File: src/rtl/i2c_tgt_pkg.sv
package i2c_tgt_pkg;
  typedef enum logic [3:0] {
    ST_IDLE, ST_ADDR, ST_ADDR_ACK, ST_WR_BYTE, ST_WR_HOLD, ST_WR_REL,
    ST_WR_ACK, ST_RD_LOAD, ST_RD_REL, ST_RD_BYTE, ST_RD_ACK, ST_WAIT
  } tgt_state_t;
endpackage

File: src/rtl/i2c_tgt_sync.sv
module i2c_tgt_sync #(
  parameter int STAGES = 2
) (
  input  logic clk,
  input  logic rst_n,
  input  logic scl_i,
  input  logic sda_i,
  output logic scl_s,
  output logic sda_s,
  output logic scl_rise,
  output logic scl_fall,
  output logic start_det,
  output logic stop_det
);
  logic [STAGES-1:0] scl_sh, sda_sh;
  logic scl_q, sda_q;

  always_ff @(posedge clk or negedge rst_n) begin
    if (!rst_n) begin
      scl_sh <= '1;
      sda_sh <= '1;
      scl_q  <= 1'b1;
      sda_q  <= 1'b1;
    end else begin
      scl_sh <= {scl_sh[STAGES-2:0], scl_i};
      sda_sh <= {sda_sh[STAGES-2:0], sda_i};
      scl_q  <= scl_sh[STAGES-1];
      sda_q  <= sda_sh[STAGES-1];
    end
  end

  assign scl_s     = scl_sh[STAGES-1];
  assign sda_s     = sda_sh[STAGES-1];
  assign scl_rise  = scl_s & ~scl_q;
  assign scl_fall  = ~scl_s & scl_q;
  assign start_det = scl_s & scl_q & sda_q & ~sda_s;
  assign stop_det  = scl_s & scl_q & ~sda_q & sda_s;
endmodule

File: src/rtl/i2c_tgt_core.sv
module i2c_tgt_core
  import i2c_tgt_pkg::*;
#(
  parameter logic [6:0] DEV_ADDR   = 7'h42,
  parameter bit         STRETCH_WR = 1'b1
) (
  input  logic       clk,
  input  logic       rst_n,
  input  logic       scl_s,
  input  logic       sda_s,
  input  logic       scl_rise,
  input  logic       scl_fall,
  input  logic       start_det,
  input  logic       stop_det,
  output logic       scl_oe,
  output logic       sda_oe,
  output logic [7:0] rx_data,
  output logic       rx_is_cmd,
  output logic       rx_valid,
  input  logic       rx_ready,
  output logic [7:0] cmd_o,
  output logic       tx_req,
  input  logic [7:0] tx_data,
  input  logic       tx_valid
);
  localparam int BITS = 8;
  localparam int CW   = $clog2(BITS + 1);
  localparam logic [CW-1:0] FULL = CW'(BITS);
  localparam logic [CW-1:0] LAST = CW'(BITS - 1);

  tgt_state_t st_q, st_d;
  logic [CW-1:0] cnt_q, cnt_d;
  logic [7:0] sh_q, sh_d, rxd_q, rxd_d, cmd_q, cmd_d;
  logic sda_q, sda_d, scl_q, scl_d, rxv_q, rxv_d, rxc_q, rxc_d;
  logic first_q, first_d, rd_q, rd_d, mack_q, mack_d;
  logic accept, take_ok;

  assign accept  = rxv_q & rx_ready;
  assign take_ok = ~rxv_q | rx_ready;

  always_comb begin
    st_d = st_q; cnt_d = cnt_q; sh_d = sh_q; rxd_d = rxd_q; cmd_d = cmd_q;
    sda_d = sda_q; scl_d = scl_q; rxv_d = rxv_q; rxc_d = rxc_q;
    first_d = first_q; rd_d = rd_q; mack_d = mack_q;
    if (accept) begin
      rxv_d = 1'b0;
      if (rxc_q) cmd_d = rxd_q;
    end
    if (stop_det) begin
      st_d = ST_IDLE; sda_d = 1'b0; scl_d = 1'b0;
    end else if (start_det) begin
      st_d = ST_ADDR; cnt_d = '0; sda_d = 1'b0; scl_d = 1'b0;
    end else begin
      unique case (st_q)
        ST_ADDR: begin
          if (scl_rise && cnt_q != FULL) begin
            sh_d  = {sh_q[6:0], sda_s};
            cnt_d = cnt_q + 1'b1;
          end else if (scl_fall && cnt_q == FULL) begin
            if (sh_q[7:1] == DEV_ADDR) begin
              sda_d = 1'b1;
              rd_d  = sh_q[0];
              if (!sh_q[0]) first_d = 1'b1;
              st_d  = ST_ADDR_ACK;
            end else begin
              st_d = ST_WAIT;
            end
          end
        end
        ST_ADDR_ACK: if (scl_fall) begin
          sda_d = 1'b0;
          cnt_d = '0;
          if (rd_q) begin
            st_d = ST_RD_LOAD; scl_d = 1'b1;
          end else begin
            st_d = ST_WR_BYTE;
          end
        end
        ST_WR_BYTE: begin
          if (scl_rise && cnt_q != FULL) begin
            sh_d  = {sh_q[6:0], sda_s};
            cnt_d = cnt_q + 1'b1;
            if (cnt_q == LAST && take_ok) begin
              rxv_d = 1'b1; rxd_d = {sh_q[6:0], sda_s};
              rxc_d = first_q; first_d = 1'b0;
            end
          end else if (scl_fall && cnt_q == FULL) begin
            if (take_ok) begin
              sda_d = 1'b1; st_d = ST_WR_ACK;
            end else if (STRETCH_WR) begin
              scl_d = 1'b1; st_d = ST_WR_HOLD;
            end else begin
              rxv_d = 1'b0; st_d = ST_WAIT;
            end
          end
        end
        ST_WR_HOLD: if (accept) begin
          sda_d = 1'b1; st_d = ST_WR_REL;
        end
        ST_WR_REL: begin
          scl_d = 1'b0; st_d = ST_WR_ACK;
        end
        ST_WR_ACK: if (scl_fall) begin
          sda_d = 1'b0; cnt_d = '0; st_d = ST_WR_BYTE;
        end
        ST_RD_LOAD: if (tx_valid) begin
          sh_d = tx_data; sda_d = ~tx_data[7]; cnt_d = '0; st_d = ST_RD_REL;
        end
        ST_RD_REL: begin
          scl_d = 1'b0; st_d = ST_RD_BYTE;
        end
        ST_RD_BYTE: if (scl_fall) begin
          if (cnt_q == LAST) begin
            sda_d = 1'b0; st_d = ST_RD_ACK;
          end else begin
            sh_d  = {sh_q[6:0], 1'b0};
            sda_d = ~sh_q[6];
            cnt_d = cnt_q + 1'b1;
          end
        end
        ST_RD_ACK: begin
          if (scl_rise) mack_d = ~sda_s;
          else if (scl_fall) begin
            if (mack_q) begin
              st_d = ST_RD_LOAD; scl_d = 1'b1;
            end else begin
              st_d = ST_WAIT;
            end
          end
        end
        default: ;
      endcase
    end
  end

  always_ff @(posedge clk or negedge rst_n) begin
    if (!rst_n) begin
      st_q <= ST_IDLE; cnt_q <= '0; sh_q <= '0; rxd_q <= '0; cmd_q <= '0;
      sda_q <= 1'b0; scl_q <= 1'b0; rxv_q <= 1'b0; rxc_q <= 1'b0;
      first_q <= 1'b0; rd_q <= 1'b0; mack_q <= 1'b0;
    end else begin
      st_q <= st_d; cnt_q <= cnt_d; sh_q <= sh_d; rxd_q <= rxd_d; cmd_q <= cmd_d;
      sda_q <= sda_d; scl_q <= scl_d; rxv_q <= rxv_d; rxc_q <= rxc_d;
      first_q <= first_d; rd_q <= rd_d; mack_q <= mack_d;
    end
  end

  assign scl_oe    = scl_q;
  assign sda_oe    = sda_q;
  assign rx_data   = rxd_q;
  assign rx_is_cmd = rxc_q;
  assign rx_valid  = rxv_q;
  assign cmd_o     = cmd_q;
  assign tx_req    = (st_q == ST_RD_LOAD);


  sda_low_only_chk: assert property (@(posedge clk) disable iff (!rst_n)
    (sda_q != $past(sda_q)) |-> !$past(scl_s));

  req_stretch_chk: assert property (@(posedge clk) disable iff (!rst_n)
    tx_req |-> scl_oe);

  rx_hold_chk: assert property (@(posedge clk) disable iff (!rst_n)
    (STRETCH_WR && rxv_q && !rx_ready) |=> (rxv_q && $stable(rxd_q)));

  wr_nostretch_chk: assert property (@(posedge clk) disable iff (!rst_n)
    (st_q == ST_WR_BYTE) |-> !scl_q);

  nack_release_chk: assert property (@(posedge clk) disable iff (!rst_n)
    (st_q == ST_WAIT) |-> (!sda_q && !scl_q));
endmodule

File: src/rtl/i2c_stretch_target.sv
module i2c_stretch_target #(
  parameter logic [6:0] DEV_ADDR    = 7'h42,
  parameter bit         STRETCH_WR  = 1'b1,
  parameter int         SYNC_STAGES = 2
) (
  input  logic       clk,
  input  logic       rst_n,
  input  logic       scl_i,
  input  logic       sda_i,
  output logic       scl_oe,
  output logic       sda_oe,
  output logic [7:0] rx_data,
  output logic       rx_is_cmd,
  output logic       rx_valid,
  input  logic       rx_ready,
  output logic [7:0] cmd_o,
  output logic       tx_req,
  input  logic [7:0] tx_data,
  input  logic       tx_valid
);
  logic scl_s, sda_s, scl_rise, scl_fall, start_det, stop_det;

  i2c_tgt_sync #(.STAGES(SYNC_STAGES)) u_sync (
    .clk(clk), .rst_n(rst_n), .scl_i(scl_i), .sda_i(sda_i),
    .scl_s(scl_s), .sda_s(sda_s), .scl_rise(scl_rise), .scl_fall(scl_fall),
    .start_det(start_det), .stop_det(stop_det)
  );

  i2c_tgt_core #(.DEV_ADDR(DEV_ADDR), .STRETCH_WR(STRETCH_WR)) u_core (
    .clk(clk), .rst_n(rst_n), .scl_s(scl_s), .sda_s(sda_s),
    .scl_rise(scl_rise), .scl_fall(scl_fall),
    .start_det(start_det), .stop_det(stop_det),
    .scl_oe(scl_oe), .sda_oe(sda_oe), .rx_data(rx_data), .rx_is_cmd(rx_is_cmd),
    .rx_valid(rx_valid), .rx_ready(rx_ready), .cmd_o(cmd_o), .tx_req(tx_req),
    .tx_data(tx_data), .tx_valid(tx_valid)
  );
endmodule

File: config.mk
export PLATFORM = sky130hd
export DESIGN_NAME = i2c_stretch_target
export DESIGN_NICKNAME = d
export VERILOG_FILES = /design/src/rtl/i2c_tgt_pkg.sv /design/src/rtl/i2c_tgt_sync.sv /design/src/rtl/i2c_tgt_core.sv /design/src/rtl/i2c_stretch_target.sv
export SDC_FILE = /design/constraint.sdc
export NUM_CORES = 1
export LEC_CHECK = 0
export BUFFER_PORTS_ARGS = -buffer_cell sky130_fd_sc_hd__buf_4
export CORE_MARGIN = 4
export CORE_UTILIZATION = 62
export CTS_CLUSTER_SIZE = 14
export DETAILED_ROUTE_END_ITERATION = 8
export PLACE_DENSITY = 0.84
export SLEW_MARGIN = 20
export SYNTH_ARGS = -nofsm -noshare
export SYNTH_HDL_FRONTEND = slang
export SYNTH_HIERARCHICAL = 1
export SYNTH_SLANG_ARGS = --single-unit
File: constraint.sdc
create_clock -name clk -period 4.5 [get_ports clk]
set_input_delay 0.9 -clock clk [delete_from_list [all_inputs] [get_ports clk]]
set_output_delay 0.9 -clock clk [all_outputs]
set_load 0.02 [all_outputs]
==> impl_metrics.tcl, run 1 <==
set metrics [dict create \
    status "complete, no violations" \
    layout_commonest_cell "dfrtp_1" \
    fmaxAchievable_mhz 337 \
    crit_chain "nand3_2, inv_1, buf_4" \
    cap_viol_max_count 0 \
    finish.utilization_pct 72.9 \
    critical-path-slowest-cell "dfrtp_1" \
    hold_class "register to register" \
    yosysSeqAreaShare_pct 43.3 \
    start_kind "register" \
    grt_pass1_vias 1933 \
    postCtsHoldBufs 0 \
    worst-path-buf-inv 2 \
    synthToLayoutAreaGrowth_pct 12.1 \
    rsz0062_at_grt "no" \
    cp_top_family "flip-flops" \
    async_reset_ff_share_pct 100 \
    syn_inst 249 \
    core_area_um2 4030 \
    synth_nets 265 \
    synth_area_um2 2620 \
    grt_usage_pct 23.2 \
    avgSynthCellArea_um2 10.5 \
    ys_ff_latch 45 \
    clock_latency_ns 0.30 \
    final_cell_mix "39 x dfrtp_1, 35 x buf_4, 24 x nor2_1, 18 x a21oi_1" \
    fin_worst_skew_ns 0.0110 \
    die-area_um2 5330 \
    n_antenna_cell 0 \
    ys.flop_type "dfrtp_1" \
    power.density_nw_per_um2 566 \
    min_period_ns 2.97 \
    dpl_cell_area_um2 2850 \
    grt_max_degree 46 \
    p_switching_mw 0.725 \
    cts_setup_buffers 0 \
    die_w_um 73.0 \
    drc 0 \
    hpwl_um 4100 \
    ant_nets 0 \
    drtIter0Drc 144 \
    rows 23 \
    place.gp.congestion 0.896 \
    grt-ovfl-total 0 \
    nFillCells 294 \
    vdd_ir_drop_max_mv 0.358 \
    root_buffer "clkbuf_8" \
    routed_wl_um 5840 \
    cts_sinks 45 \
    slew_headroom_pct 38.4 \
    final.setup.tns_ns 0 \
    clk_pin_slew_ns 0.09 \
    antenna_found_initial 0 \
    finalCritPeriodShare_pct 66.0 \
    grt_pass1_wl_um 9510 \
    io-pin-count 35 \
    clkPwrFrac_pct 15.4 \
    cts_buffer_depth 2 \
    synth_warnings 6 \
    routedWlPerCell_um 17.7 \
    r2r_start "u_sync/scl_sh[1]" \
    fin_nets 294 \
    worstMarginPinSlew_ns 0.924 \
    p_leak_nw 1.34 \
    intPower_mw 0.937 \
    cts_repair_resize_count 0 \
    crit_type "register to output pin" \
    setup_viol 0 \
    slew_viol_final 0 \
    pwr-share-comb_pct 45.9 \
    end_kind "output pin" \
    fin_total_pwr_mw 1.66 \
    swShare_pct 43.6 \
    viasPerCell 6.20 \
    hp-start "u_sync/scl_sh[0]" \
    cts_tree "built" \
    drive_gt1_share_pct 31.5 \
    initial_core_util_pct 65.0 \
    fin_area_um2 2940 \
    via_count 2040 \
    critical_path.max_fanout 27 \
    die_h_um 73.0 \
    synth_edf_count 0 \
    io_buffers 34 \
    ys_types 66 \
    worstPathRequired_ns 3.60 \
    htreeDepth 2 \
    critPathMaxStageDelay_ns 0.96 \
    hold_viol 0 \
    startpoint "u_core/st_q[1]" \
    cts_buffers 5 \
    p_seq_share_pct 38.8 \
    dr.pass1.iters 5 \
    cp.arrival_ns 2.07 \
]
[Yosys cell counts (3+ instances only)]
| cell | n | area share [%] |
|---|---|---|
| a31oi_1 | 4 | 0.96 |
| nor2_1 | 24 | 3.4 |
| nor3_1 | 7 | 1.3 |
| dfrtp_1 | 39 | 37 |
| mux2_4 | 9 | 5.2 |
| o21ai_0 | 13 | 2.5 |
| nor2b_1 | 4 | 0.96 |
| nand3_1 | 7 | 1.3 |
| nand2b_1 | 4 | 0.96 |
| o21ai_1 | 3 | 0.57 |
| and4b_1 | 3 | 1.1 |
| dfstp_2 | 6 | 6.0 |
| buf_4 | 4 | 1.1 |
| a21oi_1 | 18 | 3.4 |
| buf_2 | 3 | 0.57 |
| buf_6 | 4 | 1.7 |
| mux2i_1 | 6 | 2.3 |
| mux2_2 | 10 | 4.3 |
| o31ai_1 | 3 | 0.86 |
| nand2_1 | 13 | 1.9 |
| inv_1 | 10 | 1.4 |
[stage by stage]
stage               setup WS (ns)  cells  hold slack, ns
floorplan                    2.31    249           0.345
global placement             1.92    321           0.348
detailed placement           1.88    321           0.347
CTS                          1.54    329           0.363
global route                 1.37    329           0.369
finish                       1.53    329           0.361
[logic make-up after synthesis]
| logic type | Yosys count | synth area share, % |
|---|---|---|
| AOI/OAI and AO/OA | 68 | 18.8 |
| xor gates and xnor gates | 1 | 0.335 |
| adders and majority gates | 3 | 1.34 |
| buffers and inverters | 24 | 5.31 |
| DFF | 45 | 43.3 |
| muxes | 25 | 11.8 |
| and+or+nand+nor | 83 | 19.2 |
[worst paths after layout]
kind	end	slack [ns]	depth (start not counted)
worst min register to register	u_sync/scl_sh[1]	0.36	0
worst min-delay path	u_sync/scl_sh[1]	0.36	0
min in group asynchronous	u_core/cnt_q[1]	0.58	1
worst max register to register	u_core/sh_q[0]	1.91	6
worst max-delay path	tx_req	1.53	3
max in group asynchronous	u_sync/scl_q	3.51	1
[state kept, by name (all words and copies together) (netlist names)]
signal and cells:
u_core/rx_is_cmd 1, u_sync/scl_sh 2, u_core/first_q 1, u_core/sda_oe 1, u_core/sh_q 8, u_sync/sda_sh 2
u_sync/sda_q 1, u_core/rx_data 8, u_core/cnt_q 4, u_core/rd_q 1, u_core/scl_oe 1, u_core/mack_q 1
u_sync/scl_q 1, u_core/rx_valid 1, u_core/cmd_o 8, u_core/st_q 4
[final cells by class]
| class | count | area (um2) | share of cell area [%] |
|---|---|---|---|
| clock buffers | 5 | 68.8 | 2.34 |
| clock inverters | 3 | 21.3 | 0.725 |
| inverters | 11 | 41.3 | 1.41 |
| multi-input cells | 180 | 1350 | 45.8 |
| flip-flops and latches | 45 | 1130 | 38.6 |
| well taps | 50 | 62.6 | 2.13 |
| repair buffers | 35 | 263 | 8.95 |
[per-layer routing]
metal	wire length, um	global-route usage, %
met1	2530	32.6
met5	0	0
met3	401	5.23
met4	60	6.15
met2	2840	36.6
[power by group through the flow]
stage	Clock, mW	Sequential [mW]	Combinational, mW
after global routing	0.277	0.661	0.838
final	0.255	0.644	0.762
after detailed placement	0	0.647	0.747
after CTS	0.261	0.639	0.753
after floorplan	0	0.581	0.682
after global placement	0	0.642	0.728
No activity file was read; power rests on OpenSTA's default activity.
==> run 2: changes to the inputs <==
--- a/config.mk
+++ b/config.mk
@@ -7,10 +7,10 @@
 export LEC_CHECK = 0
 export BUFFER_PORTS_ARGS = -buffer_cell sky130_fd_sc_hd__buf_4
 export CORE_MARGIN = 4
-export CORE_UTILIZATION = 62
+export CORE_UTILIZATION = 57
 export CTS_CLUSTER_SIZE = 14
 export DETAILED_ROUTE_END_ITERATION = 8
-export PLACE_DENSITY = 0.84
+export PLACE_DENSITY = 0.78
 export SLEW_MARGIN = 20
 export SYNTH_ARGS = -nofsm -noshare
 export SYNTH_HDL_FRONTEND = slang
==> constraint.sdc (replaced) <==
create_clock -name clk -period 3.1 [get_ports clk]
set_input_delay 0.62 -clock clk [delete_from_list [all_inputs] [get_ports clk]]
set_output_delay 0.62 -clock clk [all_outputs]
set_load 0.02 [all_outputs]
==> impl_metrics.tcl, run 2 (synthesized netlist as in run 1, its figures left out) <==
set metrics [dict create \
    setup_viol 0 \
    drive_gt1_share_pct 32.3 \
    cts_sinks 45 \
    final_cell_mix "39 x dfrtp_1, 38 x buf_4, 24 x nor2_1, 18 x a21oi_1" \
    hpwl_um 4090 \
    cts_setup_buffers 0 \
    busiest_layer "met2" \
    via_count 1997 \
    grtUsageMet3_pct 4.49 \
    hold_class "primary input to async pin" \
    grt_max_degree 46 \
    place.gp.congestion 0.904 \
    critical_path.max_fanout 25 \
    grt_pass1_wl_um 8930 \
    drtIter0Drc 162 \
    vdd_ir_drop_max_mv 0.539 \
    viasPerCell 5.98 \
    cts_buffers 5 \
    use_met2_pct 31.7 \
    rsz0062_at_grt "no" \
    drc 0 \
    root_buffer "clkbuf_8" \
    end_kind "output pin" \
    start_kind "register" \
    routed_wl_um 5540 \
    r2r_cells 6 \
    fin_total_pwr_mw 2.40 \
    worstPathRequired_ns 2.48 \
    synthToLayoutAreaGrowth_pct 13.1 \
    final.setup.tns_ns 0 \
    cts_buffer_depth 2 \
    cp.depth 3 \
    rows 24 \
    cts_repair_resize_count 0 \
    dr.pass1.iters 4 \
    slew_headroom_pct 47.2 \
    worstMarginPinSlew_ns 0.792 \
    grt_usage_pct 20.5 \
    cp_top_family "flip-flops" \
    finalWorstSetupSlack_ns 0.540 \
    ant_nets 0 \
    n_antenna_cell 0 \
    antenna_found_initial 0 \
    min_period_ns 2.56 \
    p_leak_nw 1.36 \
    fin_nets 297 \
    critical-path-slowest-cell "dfrtp_1" \
    postCtsHoldBufs 0 \
    crit_chain "nand3_2, inv_1, buf_4" \
    hold-worst-slack_ns 0.291 \
    clock_latency_ns 0.30 \
    place_ws_ns 0.632 \
    hold_viol 0 \
    grt_pass1_vias 1787 \
    clk_pin_slew_ns 0.09 \
    cp.arrival_ns 1.94 \
    die_h_um 75.8 \
    nFillCells 347 \
    initial_core_util_pct 59.3 \
    fmaxAchievable_mhz 391 \
    crit_type "register to output pin" \
    die_w_um 75.8 \
    fin_worst_skew_ns 0.00825 \
    slew_viol_final 0 \
    io-pin-count 35 \
    power.density_nw_per_um2 811 \
    routedWlPerCell_um 16.6 \
    worst-path-buf-inv 2 \
    layout_commonest_cell "dfrtp_1" \
    grt-ovfl-total 0 \
    cap_viol_max_count 0 \
    cts_tree "built" \
    status "complete, no violations" \
    finalCritPeriodShare_pct 82.6 \
    core_area_um2 4410 \
    htreeDepth 2 \
    grtUsageMet1_pct 29.6 \
    critPathMaxStageDelay_ns 0.87 \
    io_buffers 34 \
    die-area_um2 5740 \
]
-- run 2: power breakdown --
part	total [mW]	switching [mW]	leakage, nW	internal, mW
combinational	1.08	0.588	0.744	0.495
sequential	0.948	0.232	0.565	0.716
clock	0.371	0.211	0.0481	0.160
total	2.40	1.03	1.36	1.37
-- run 2: path summary, 6_finish.rpt --
| path | start | endpoint | slack (ns) |
|---|---|---|---|
| min in group clk | u_sync/sda_sh[0] | u_sync/sda_sh[1] | 0.36 |
| setup reg to reg | u_core/st_q[3] | u_core/sh_q[4] | 0.58 |
| max in group asynchronous | rst_n | u_sync/scl_sh[0] | 2.41 |
| hold / removal | rst_n | u_core/st_q[0] | 0.29 |
| hold reg to reg | u_sync/sda_sh[0] | u_sync/sda_sh[1] | 0.36 |
| setup / recovery | u_core/st_q[0] | tx_req | 0.54 |
-- run 2: per-stage QoR --
| step | cells | instance area, um2 | utilization, % |
|---|---|---|---|
| 4_1_cts | 334 | 2960 | 67.1 |
| 6_report | 334 | 2960 | 67.1 |
| 3_5_place_dp | 326 | 2870 | 65.0 |
| 3_3_place_gp | 326 | 2870 | 65.0 |
| 5_1_grt | 334 | 2960 | 67.1 |
| 2_1_floorplan | 249 | 2620 | - |
-- run 2: final cells by class --
cell class	count	area, um2	area share (%)
Clock buffer	5	68.8	2.32
Clock inverter	3	22.5	0.760
Inverter	11	41.3	1.39
Multi-Input combinational cell	180	1350	45.4
Sequential cell	45	1130	38.3
Tap cell	52	65.1	2.20
Timing Repair Buffer	38	285	9.63
-- run 2: worst register-to-register path, cell delays in order (launching register included) --
cell	delay, ns
dfrtp_1	0.84
or2b_1	0.26
nor3_2	0.06
o31ai_2	0.41
and4_1	0.62
nor2_1	0.13
a21oi_2	0.13
-- run 2: routing by layer --
metal / share of wire, % / vias to the layer above
li1: - / 966
met1: 46 / 958
met2: 48 / 67
met4: 0.67 / 0
met3: 6.2 / 6
met5: 0 / -
